==> src/rtl/i2s_xcvr_pkg.sv <==
package i2s_xcvr_pkg;
    typedef enum logic [2:0] {
        ST_IDLE,
        ST_LEFT_LO,
        ST_LEFT_HI,
        ST_RIGHT_LO,
        ST_RIGHT_HI
    } frame_state_t;
endpackage

==> src/rtl/i2s_tick_gen.sv <==
module i2s_tick_gen #(
    parameter int DIV_W = 8
) (
    input  logic             clk,
    input  logic             rst_n,
    input  logic             run,
    input  logic [DIV_W-1:0] div_ratio,
    output logic             tick
);
    logic [DIV_W-1:0] div_cnt;

    assign tick = run && (div_cnt == div_ratio);

    always_ff @(posedge clk or negedge rst_n) begin
        if (!rst_n)      div_cnt <= '0;
        else if (!run)   div_cnt <= '0;
        else if (tick)   div_cnt <= '0;
        else             div_cnt <= div_cnt + 1'b1;
    end
endmodule

==> src/rtl/i2s_frame_fsm.sv <==
module i2s_frame_fsm
    import i2s_xcvr_pkg::*;
#(
    parameter int DEP_W = 5
) (
    input  logic             clk,
    input  logic             rst_n,
    input  logic             run,
    input  logic             tick,
    input  logic [DEP_W-1:0] depth_m2,
    output logic             drive_evt,
    output logic             sample_evt,
    output logic             sck,
    output logic             ws
);
    frame_state_t     state, state_nxt;
    logic [DEP_W-1:0] bits_left;
    logic             last_bit;
    logic [DEP_W-1:0] reload;

    assign last_bit = (bits_left == '0);
    assign reload   = depth_m2 + DEP_W'(1);

    // next state and event strobes
    always_comb begin
        state_nxt  = state;
        drive_evt  = 1'b0;
        sample_evt = 1'b0;
        if (!run) begin
            state_nxt = ST_IDLE;
        end else if (tick) begin
            unique case (state)
                ST_IDLE: begin
                    state_nxt = ST_LEFT_LO;
                    drive_evt = 1'b1;
                end
                ST_LEFT_LO: begin
                    state_nxt  = ST_LEFT_HI;
                    sample_evt = 1'b1;
                end
                ST_LEFT_HI: begin
                    state_nxt = last_bit ? ST_RIGHT_LO : ST_LEFT_LO;
                    drive_evt = 1'b1;
                end
                ST_RIGHT_LO: begin
                    state_nxt  = ST_RIGHT_HI;
                    sample_evt = 1'b1;
                end
                ST_RIGHT_HI: begin
                    state_nxt = last_bit ? ST_LEFT_LO : ST_RIGHT_LO;
                    drive_evt = 1'b1;
                end
                default: state_nxt = ST_IDLE;
            endcase
        end
    end

    // state register and per-channel bit counter
    always_ff @(posedge clk or negedge rst_n) begin
        if (!rst_n) begin
            state     <= ST_IDLE;
            bits_left <= '0;
        end else begin
            state <= state_nxt;
            if (!run) begin
                bits_left <= '0;
            end else if (tick) begin
                if (state == ST_IDLE || ((state == ST_LEFT_HI || state == ST_RIGHT_HI) && last_bit))
                    bits_left <= reload;
                else if (state == ST_LEFT_HI || state == ST_RIGHT_HI)
                    bits_left <= bits_left - 1'b1;
            end
        end
    end

    // bus outputs decoded from state
    always_comb begin
        unique case (state)
            ST_LEFT_LO:  begin sck = 1'b0; ws = last_bit;  end
            ST_LEFT_HI:  begin sck = 1'b1; ws = last_bit;  end
            ST_RIGHT_LO: begin sck = 1'b0; ws = !last_bit; end
            ST_RIGHT_HI: begin sck = 1'b1; ws = !last_bit; end
            default:     begin sck = 1'b1; ws = 1'b0;      end
        endcase
    end
endmodule

==> src/rtl/i2s_tx_shifter.sv <==
module i2s_tx_shifter #(
    parameter int WORD_W = 32
) (
    input  logic              clk,
    input  logic              rst_n,
    input  logic              run,
    input  logic              drive_evt,
    input  logic              tx_valid,
    input  logic [WORD_W-1:0] tx_data,
    output logic              tx_pop,
    output logic              sd_out,
    output logic              underrun
);
    localparam int CNT_W = $clog2(WORD_W);

    logic [WORD_W-1:0] shreg;
    logic [CNT_W-1:0]  left;
    logic              need_word;

    assign need_word = (left == '0);
    assign tx_pop    = drive_evt && need_word && tx_valid;

    always_ff @(posedge clk or negedge rst_n) begin
        if (!rst_n) begin
            shreg    <= '0;
            left     <= '0;
            sd_out   <= 1'b0;
            underrun <= 1'b0;
        end else if (!run) begin
            left   <= '0;
            sd_out <= 1'b0;
        end else if (drive_evt) begin
            if (!need_word) begin
                sd_out <= shreg[WORD_W-1];
                shreg  <= {shreg[WORD_W-2:0], 1'b0};
                left   <= left - 1'b1;
            end else if (tx_valid) begin
                sd_out <= tx_data[WORD_W-1];
                shreg  <= {tx_data[WORD_W-2:0], 1'b0};
                left   <= CNT_W'(WORD_W - 1);
            end else begin
                sd_out   <= 1'b0;
                underrun <= 1'b1;
            end
        end
    end
endmodule

==> src/rtl/i2s_rx_packer.sv <==
module i2s_rx_packer #(
    parameter int WORD_W = 32
) (
    input  logic              clk,
    input  logic              rst_n,
    input  logic              run,
    input  logic              sample_evt,
    input  logic              sd_in,
    input  logic              rx_full,
    output logic [WORD_W-1:0] rx_data,
    output logic              rx_valid,
    output logic              overflow
);
    localparam int CNT_W = $clog2(WORD_W);

    logic [WORD_W-1:0] shreg;
    logic [WORD_W-1:0] word_nxt;
    logic [CNT_W-1:0]  count;

    assign word_nxt = {shreg[WORD_W-2:0], sd_in};

    always_ff @(posedge clk or negedge rst_n) begin
        if (!rst_n) begin
            shreg    <= '0;
            count    <= '0;
            rx_data  <= '0;
            rx_valid <= 1'b0;
            overflow <= 1'b0;
        end else begin
            rx_valid <= 1'b0;
            if (!run) begin
                count <= '0;
            end else if (sample_evt) begin
                shreg <= word_nxt;
                if (count == CNT_W'(WORD_W - 1)) begin
                    count <= '0;
                    if (!rx_full) begin
                        rx_data  <= word_nxt;
                        rx_valid <= 1'b1;
                    end else begin
                        overflow <= 1'b1;
                    end
                end else begin
                    count <= count + 1'b1;
                end
            end
        end
    end
endmodule

==> src/rtl/i2s_xcvr.sv <==
module i2s_xcvr #(
    parameter int WORD_W = 32,
    parameter int DIV_W  = 8,
    parameter int DEP_W  = 5
) (
    input  logic              clk,
    input  logic              rst_n,
    input  logic              enable,
    input  logic [DIV_W-1:0]  div_ratio,
    input  logic [DEP_W-1:0]  depth_m2,
    input  logic [WORD_W-1:0] tx_data,
    input  logic              tx_valid,
    output logic              tx_pop,
    input  logic              sd_in,
    input  logic              rx_full,
    output logic [WORD_W-1:0] rx_data,
    output logic              rx_valid,
    output logic              sck,
    output logic              ws,
    output logic              sd_out,
    output logic              underrun,
    output logic              overflow
);
    logic tick;
    logic drive_evt;
    logic sample_evt;

    i2s_tick_gen #(.DIV_W(DIV_W)) u_tick (
        .clk(clk), .rst_n(rst_n), .run(enable),
        .div_ratio(div_ratio), .tick(tick)
    );

    i2s_frame_fsm #(.DEP_W(DEP_W)) u_fsm (
        .clk(clk), .rst_n(rst_n), .run(enable), .tick(tick),
        .depth_m2(depth_m2), .drive_evt(drive_evt),
        .sample_evt(sample_evt), .sck(sck), .ws(ws)
    );

    i2s_tx_shifter #(.WORD_W(WORD_W)) u_tx (
        .clk(clk), .rst_n(rst_n), .run(enable), .drive_evt(drive_evt),
        .tx_valid(tx_valid), .tx_data(tx_data), .tx_pop(tx_pop),
        .sd_out(sd_out), .underrun(underrun)
    );

    i2s_rx_packer #(.WORD_W(WORD_W)) u_rx (
        .clk(clk), .rst_n(rst_n), .run(enable), .sample_evt(sample_evt),
        .sd_in(sd_in), .rx_full(rx_full), .rx_data(rx_data),
        .rx_valid(rx_valid), .overflow(overflow)
    );
endmodule

==> config.mk <==
export PLATFORM = sky130hd
export DESIGN_NAME = i2s_xcvr
export DESIGN_NICKNAME = d
export VERILOG_FILES = /design/src/rtl/i2s_xcvr_pkg.sv /design/src/rtl/i2s_tick_gen.sv /design/src/rtl/i2s_frame_fsm.sv /design/src/rtl/i2s_tx_shifter.sv /design/src/rtl/i2s_rx_packer.sv /design/src/rtl/i2s_xcvr.sv
export SDC_FILE = /design/constraint.sdc
export NUM_CORES = 1
export LEC_CHECK = 0
export BUFFER_PORTS_ARGS = -buffer_cell sky130_fd_sc_hd__buf_2
export CORE_MARGIN = 2
export CORE_UTILIZATION = 35
export CTS_CLUSTER_DIAMETER = 100
export CTS_CLUSTER_SIZE = 10
export DETAILED_ROUTE_END_ITERATION = 8
export PLACE_DENSITY = 0.65
export REMOVE_ABC_BUFFERS = 1
export SLEW_MARGIN = 20
export SYNTH_ARGS = -nofsm -noshare
export SYNTH_HDL_FRONTEND = slang
export SYNTH_SLANG_ARGS = --single-unit
==> constraint.sdc <==
create_clock -name clk -period 4.3 [get_ports clk]
set_clock_uncertainty 0.2 [all_clocks]
set_input_delay 0.86 -clock clk [delete_from_list [all_inputs] [get_ports clk]]
set_output_delay 0.86 -clock clk [all_outputs]
set_load 0.005 [all_outputs]
# --- Word-level counts from Yosys, hierarchy flattened ---
# Cells that the tools add are included.
totals:
  reg_bits: 125
  in_bits: 51
  output_inout_bits: 39
  word_cells: 88
op_classes:
  n_addsub: 5
  eq_ne: 12
  muxes: 36
  bitwise_logic: 2
  n_reduce_logical: 21
op_table:
  columns: ["cell", "n"]
  rows:
  - ["two-way mux 32 bit", 2]
  - ["two-way mux 5 bit", 11]
  - ["two-way mux 8 bit", 2]
  - ["two-way mux 1 bit", 15]
  - ["case mux 3 bit (5 select lines)", 1]
  - ["AND reduction 4 bit", 3]
  - ["adder 5 x 1 -> 5 bit (second input constant)", 2]
  - ["zero test 5 bit", 2]
  - ["subtractor 5 x 1 -> 5 bit (second input constant)", 2]
  - ["adder 8 x 1 -> 8 bit (second input constant)", 1]
  - ["equality test 8 bit", 1]
  - ["equality test 3 x 2 -> 1 bit (second input constant)", 2]
  - ["two-way mux 3 bit", 2]
  - ["!= test 2 x 1 -> 1 bit (second input constant)", 3]
  - ["AND reduction 2 bit", 3]
  - ["OR reduction 2 bit", 3]
  - ["equality test 5 bit (second input constant)", 1]
  - ["logical AND 1 bit", 4]
  - ["two-way mux 2 bit", 2]
  - ["equality test 3 x 1 -> 1 bit (second input constant)", 1]
  - ["equality test 3 bit (second input constant)", 1]
  - ["zero test 3 bit", 1]
  - ["!= test 3 x 1 -> 1 bit (second input constant)", 1]
  - ["!= test 3 bit (second input constant)", 1]
  - ["7 further kinds", 9]

# --- Depth between registers and ports, before layout ---
logic_depth:
  word_depth: 7
  mapped_depth: 7
  mapped_depth_nobuf: 7

# --- By module ---
# A second synthesis with hierarchy kept.
hier_totals:
  cells_unflattened: 469
  hier_area_um2: 6248.5
by_module_without_submodules:
  columns: ["mod", "instances", "cells_per_inst", "area_per_inst_um2", "seq_area_each_um2"]
  rows:
  - ["i2s_rx_packer", 1, 165, 2837.7, 1751.7]
  - ["i2s_tx_shifter", 1, 184, 2306.0, 950.9]
  - ["i2s_frame_fsm", 1, 73, 613.1, 200.2]
  - ["i2s_tick_gen", 1, 47, 491.7, 200.2]

# --- Worst setup path after synthesis ---
# Ideal clock, no wire load.
synth_timing:
  kind: "in2out"
  start: "input div_ratio[1]"
  end: "output tx_pop"
  arrival_ns: 1.890
  required_ns: 3.240
  slack_ns: 1.350
  cell_stages: 5
  n_path_buf: 1
  cell_sequence: "xnor2_1 -> nand4_2 -> or2_2 -> buf_2 -> nor3_1"
synth_via:
  elab_chain_len: 6
synth_rtl:
  columns: ["item", "line", "source"]
  rows:
  - ["from (decl)", "i2s_xcvr.sv:9", "input logic [DIV_W-1:0] div_ratio,"]
  - ["equality test 8 bit", "i2s_tick_gen.sv:12", "assign tick = run && (div_cnt == div_ratio);"]
  - ["logical AND 1 bit", "i2s_tick_gen.sv:12", null]
  - ["two-way mux 1 bit", "i2s_frame_fsm.sv:31", "end else if (tick) begin"]
  - ["two-way mux 1 bit", "i2s_frame_fsm.sv:29", "if (!run) begin"]
  - ["logical AND 1 bit (2 in series)", "i2s_tx_shifter.sv:21", "assign tx_pop = drive_evt && need_word && tx_valid;"]
  - ["to (decl)", "i2s_xcvr.sv:13", "output logic tx_pop,"]
# No other way between the ends.

# --- Worst setup path after layout ---
layout_timing:
  start: "register u_fsm.bits_left[0]"
  end: "output ws"
layout_via:
  elab_chain_len: 3
layout_rtl:
  columns: ["item", "line", "source"]
  rows:
  - ["from (decl)", "i2s_frame_fsm.sv:17", "logic [DEP_W-1:0] bits_left;"]
  - ["from (signal assigned)", "i2s_frame_fsm.sv:69", "bits_left <= reload;"]
  - ["from (signal assigned)", "i2s_frame_fsm.sv:71", "bits_left <= bits_left - 1'b1;"]
  - ["zero test 5 bit (*)", "i2s_frame_fsm.sv:21", "assign last_bit = (bits_left == '0);"]
  - ["zero test 1 bit", "i2s_frame_fsm.sv:81, i2s_frame_fsm.sv:82", null]
  - ["case mux 1 bit (2 select lines) (*)", "i2s_frame_fsm.sv:78", "unique case (state)"]
  - ["to (decl)", "i2s_xcvr.sv:19", "output logic ws,"]
# Mark *: on every way between the ends. The rest lies on a longest branch, timed or not.

==> flow_metrics.py <==
metrics = {
    "final_layout": {
        "area_of_combinational_cells_with_multiple_inputs_sq_um": 2160,
        "drive_above_1_share_pct": 32.8,
        "layout-area-overhead-vs-synth_pct": 24.5,
        "finalCoreUtilization_pct": 44.3,
        "area.sequential_sq_um": 3100,
        "final_cell_mix": "sky130_fd_sc_hd__dfrtp_1 (124), sky130_fd_sc_hd__buf_2 (88), sky130_fd_sc_hd__o22ai_1 (34), sky130_fd_sc_hd__mux2_2 (34), sky130_fd_sc_hd__a2bb2oi_1 (30)",
        "nets": 574,
        "final_common_cell": "sky130_fd_sc_hd__dfrtp_1",
        "filler_instances": 1408,
    },
    "route": {
        "viasPerCell": 5.20,
        "wire_per_inst_um": 15.8,
        "drc": 0,
        "drt-initial-drc-count": 138,
        "detailroute.via_count": 3742,
        "routed_wl_mm": 11.4,
        "drt_pre_antenna_iters": 4,
        "postRouteAntennaNets": 0,
    },
    "floorplan": {
        "die-height_um": 128,
        "dieArea_sq_um": 16400,
        "start_util_pct": 35.6,
        "ios": 90,
        "fp.dieW_um": 128,
        "core_region_area_sq_um": 15100,
        "floorplan.rows": 45,
    },
    "power": {
        "p_sw_uw": 608,
        "max-vdd-ir-drop_mv": 0.406,
        "power.share.switching_pct": 21.2,
        "power_frac_seq_pct": 42.3,
        "power_dens_cells_nw_per_um2": 426,
        "power.share.clock_pct": 53.3,
        "cell_internal_pwr_uw": 2250,
        "static-leakage-power_uw": 0.00343,
        "share_comb_of_total_power_pct": 4.4,
    },
    "clock_tree": {
        "cts_inserted_buffers": 17,
        "cts_tree": "yes",
        "htreeDepth": 4,
        "post_cts.resized_instances": 0,
        "clock_sink_count": 124,
        "cts_buffer_depth": 2,
        "post-cts-setup-buffers": 0,
        "cts_hold_buf": 0,
        "root_buffer": "sky130_fd_sc_hd__clkbuf_16",
        "clock_insertion_delay_worst_skew_ns": 0.41,
        "clkTransAtPathRegs_ns": 0.06,
    },
    "timing": {
        "rel_slew_slack_pct": 41.7,
        "timing.final.max_slew_violations": 0,
        "finalHoldViolCount": 0,
        "final_min_period_over_clock_period_pct": 80.3,
        "grt_setup_unrepaired": "false",
        "finalCriticalPeriod_ns": 3.45,
        "setup_violations": 0,
        "tightest_slew_ns": 0.863,
        "setup_tns_ns": 0,
        "timing.fmax_ghz": 0.290,
    },
    "worst_setup_path": {
        "required_time_at_the_endpoint_of_the_critical_path_ns": 3.24,
        "critical_path.startpoint_type": "register",
        "end_kind": "output pin",
        "path_max_fanout": 6,
        "arrival_time_of_the_worst_setup_path_ns": 2.39,
        "crit_path_top_delay_cell": "sky130_fd_sc_hd__nor4b_1",
        "timing.critical_path.max_delay_family": "simple AND/OR/NAND/NOR gates",
        "slowest_delay_ns": 0.72,
        "worst-path-buf-inv": 2,
        "worstPathCellList": "inv_1, ha_1, nor4b_1, xor2_1, a21oi_1, o22ai_1, buf_2",
        "critical_path_class": "reg -> out",
    },
    "hold_path": {
        "timing.hold.worst.class": "in -> async",
    },
    "placement": {
        "placement.io_buffers": 89,
        "place_hpwl_mm": 7.51,
        "gpl.final_weighted_congestion": 0.748,
    },
    "global_route": {
        "gr-usage-all-layers_pct": 14.9,
        "grt_first_pass_wirelength_mm": 19.3,
        "antenna_found_initial": 2,
        "global_route.overflow_total": 0,
        "grt_start_max_net_pins": 41,
        "grt_pass1_vias": 3966,
    },
    "synthesis": {
        "synth_cells": 425,
        "ys_top_cells_by_area": "sky130_fd_sc_hd__dfrtp_1 (58%), sky130_fd_sc_hd__mux2_2 (7.1%), sky130_fd_sc_hd__mux2_1 (6.1%)",
        "async_reset_ff_share_pct": 100,
        "synth_seq_cells": 124,
        "synth_area_per_cell_sq_um": 12.7,
        "yosysSeqAreaShare_pct": 57.5,
        "netlist.top_cell.by_area": "sky130_fd_sc_hd__dfrtp_1",
        "dominantRegCellSynth": "sky130_fd_sc_hd__dfrtp_1",
        "mappedNetlistArea_sq_um": 5390,
        "synth.lib_cells_used.distinct": 47,
        "synth_top_area_share_pct": 57.5,
        "yosys_warnings": 0,
        "synth_edf_count": 0,
    },
    "status": {
        "run_status": "completed",
    },
    "job": {
        "maxCapViolCount": 0,
    },
}
## stage by stage
step / hold slack, ns / setup slack [ns] / power, uW / area (sq um) / cells
after floorplan: 0.251 / -0.151 / 1290 / 5270 / 399
after global placement: 0.269 / 0.953 / 1350 / 6070 / 686
after detailed placement: 0.267 / 0.909 / 1360 / 6070 / 686
after CTS: 0.226 / 0.817 / 2900 / 6710 / 718
after global routing: 0.250 / 0.479 / 2970 / 6710 / 719
final: 0.219 / 0.847 / 2860 / 6710 / 720
## path summary, 6_finish.rpt
path | start | to | slack, ns | cells after the start
max | u_fsm.bits_left[0] | ws | 0.85 | 7
min | rst_n | u_rx.rx_data[25] | 0.22 | 1
max reg2reg | u_tick.div_cnt[2] | u_rx.rx_data[30] | 1.66 | 6
min reg2reg | u_tx.underrun | u_tx.underrun | 0.27 | 1
max in group asynchronous | rst_n | u_tx.shreg[11] | 2.92 | 2
min in group clk | u_tx.underrun | u_tx.underrun | 0.27 | 1
## Yosys cell counts, types with 5 or more instances
cell type                   instances
sky130_fd_sc_hd__o22ai_1           34
sky130_fd_sc_hd__nor2_1            15
sky130_fd_sc_hd__inv_1              8
sky130_fd_sc_hd__ha_1               6
sky130_fd_sc_hd__buf_2              8
sky130_fd_sc_hd__nand3_1            9
sky130_fd_sc_hd__o21a_1             5
sky130_fd_sc_hd__nand2_1           17
sky130_fd_sc_hd__clkbuf_1          15
sky130_fd_sc_hd__xnor2_1           12
sky130_fd_sc_hd__o21ai_0            9
sky130_fd_sc_hd__xor2_1             7
sky130_fd_sc_hd__mux2_1            29
sky130_fd_sc_hd__mux2i_1            6
sky130_fd_sc_hd__mux2_2            34
sky130_fd_sc_hd__dfrtp_1          124
sky130_fd_sc_hd__nor3_1             5
sky130_fd_sc_hd__a2bb2oi_1         30
## power by group through the flow
stage               logic [uW]  registers (uW)  clock network [uW]
global placement           126            1230                   0
global route               145            1210                1610
finish                     127            1210                1530
CTS                        131            1210                1560
detailed placement         131            1230                   0
floorplan                 60.8            1230                   0
## cell families (layout without fill, tap and decap cells)
kind of cell,after synthesis,count (layout),share of synthesized area (%)
compound gates,98,98,13.1
xor+xnor,19,19,3.09
fa+ha+maj,6,6,1.39
buf+inv,35,140,2.83
flops,124,124,57.5
mux,69,69,14.3
other cells,0,2,0
simple gates,74,74,7.82
## metal layers
metal / GRT usage (%) / routed length, um / vias up
met1: 17.9 / 5020 / 1859
met4: 5.62 / 118 / 0
met5: 0 / 0 / -
met3: 6.14 / 811 / 12
met2: 24.0 / 5450 / 103
li1: - / - / 1768
## registers in the layout (all words and copies together), names as in the netlist, 3 cells and up
name	flops
u_rx.rx_data	32
u_fsm.bits_left	5
u_fsm.state	3
u_tx.left	5
u_tick.div_cnt	8
u_rx.shreg	31
u_rx.count	5
u_tx.shreg	31
## final cells by class
class / instances / share of cell area (%)
Tap cell: 188 / 3.50
Clock buffer: 19 / 6.75
Antenna cell: 2 / 0.0746
Timing Repair Buffer: 99 / 7.98
Multi-Input combinational cell: 266 / 32.2
Sequential cell: 124 / 46.2
Inverter: 9 / 0.503
Clock inverter: 13 / 2.81
No activity file was read; power rests on OpenSTA's default activity.
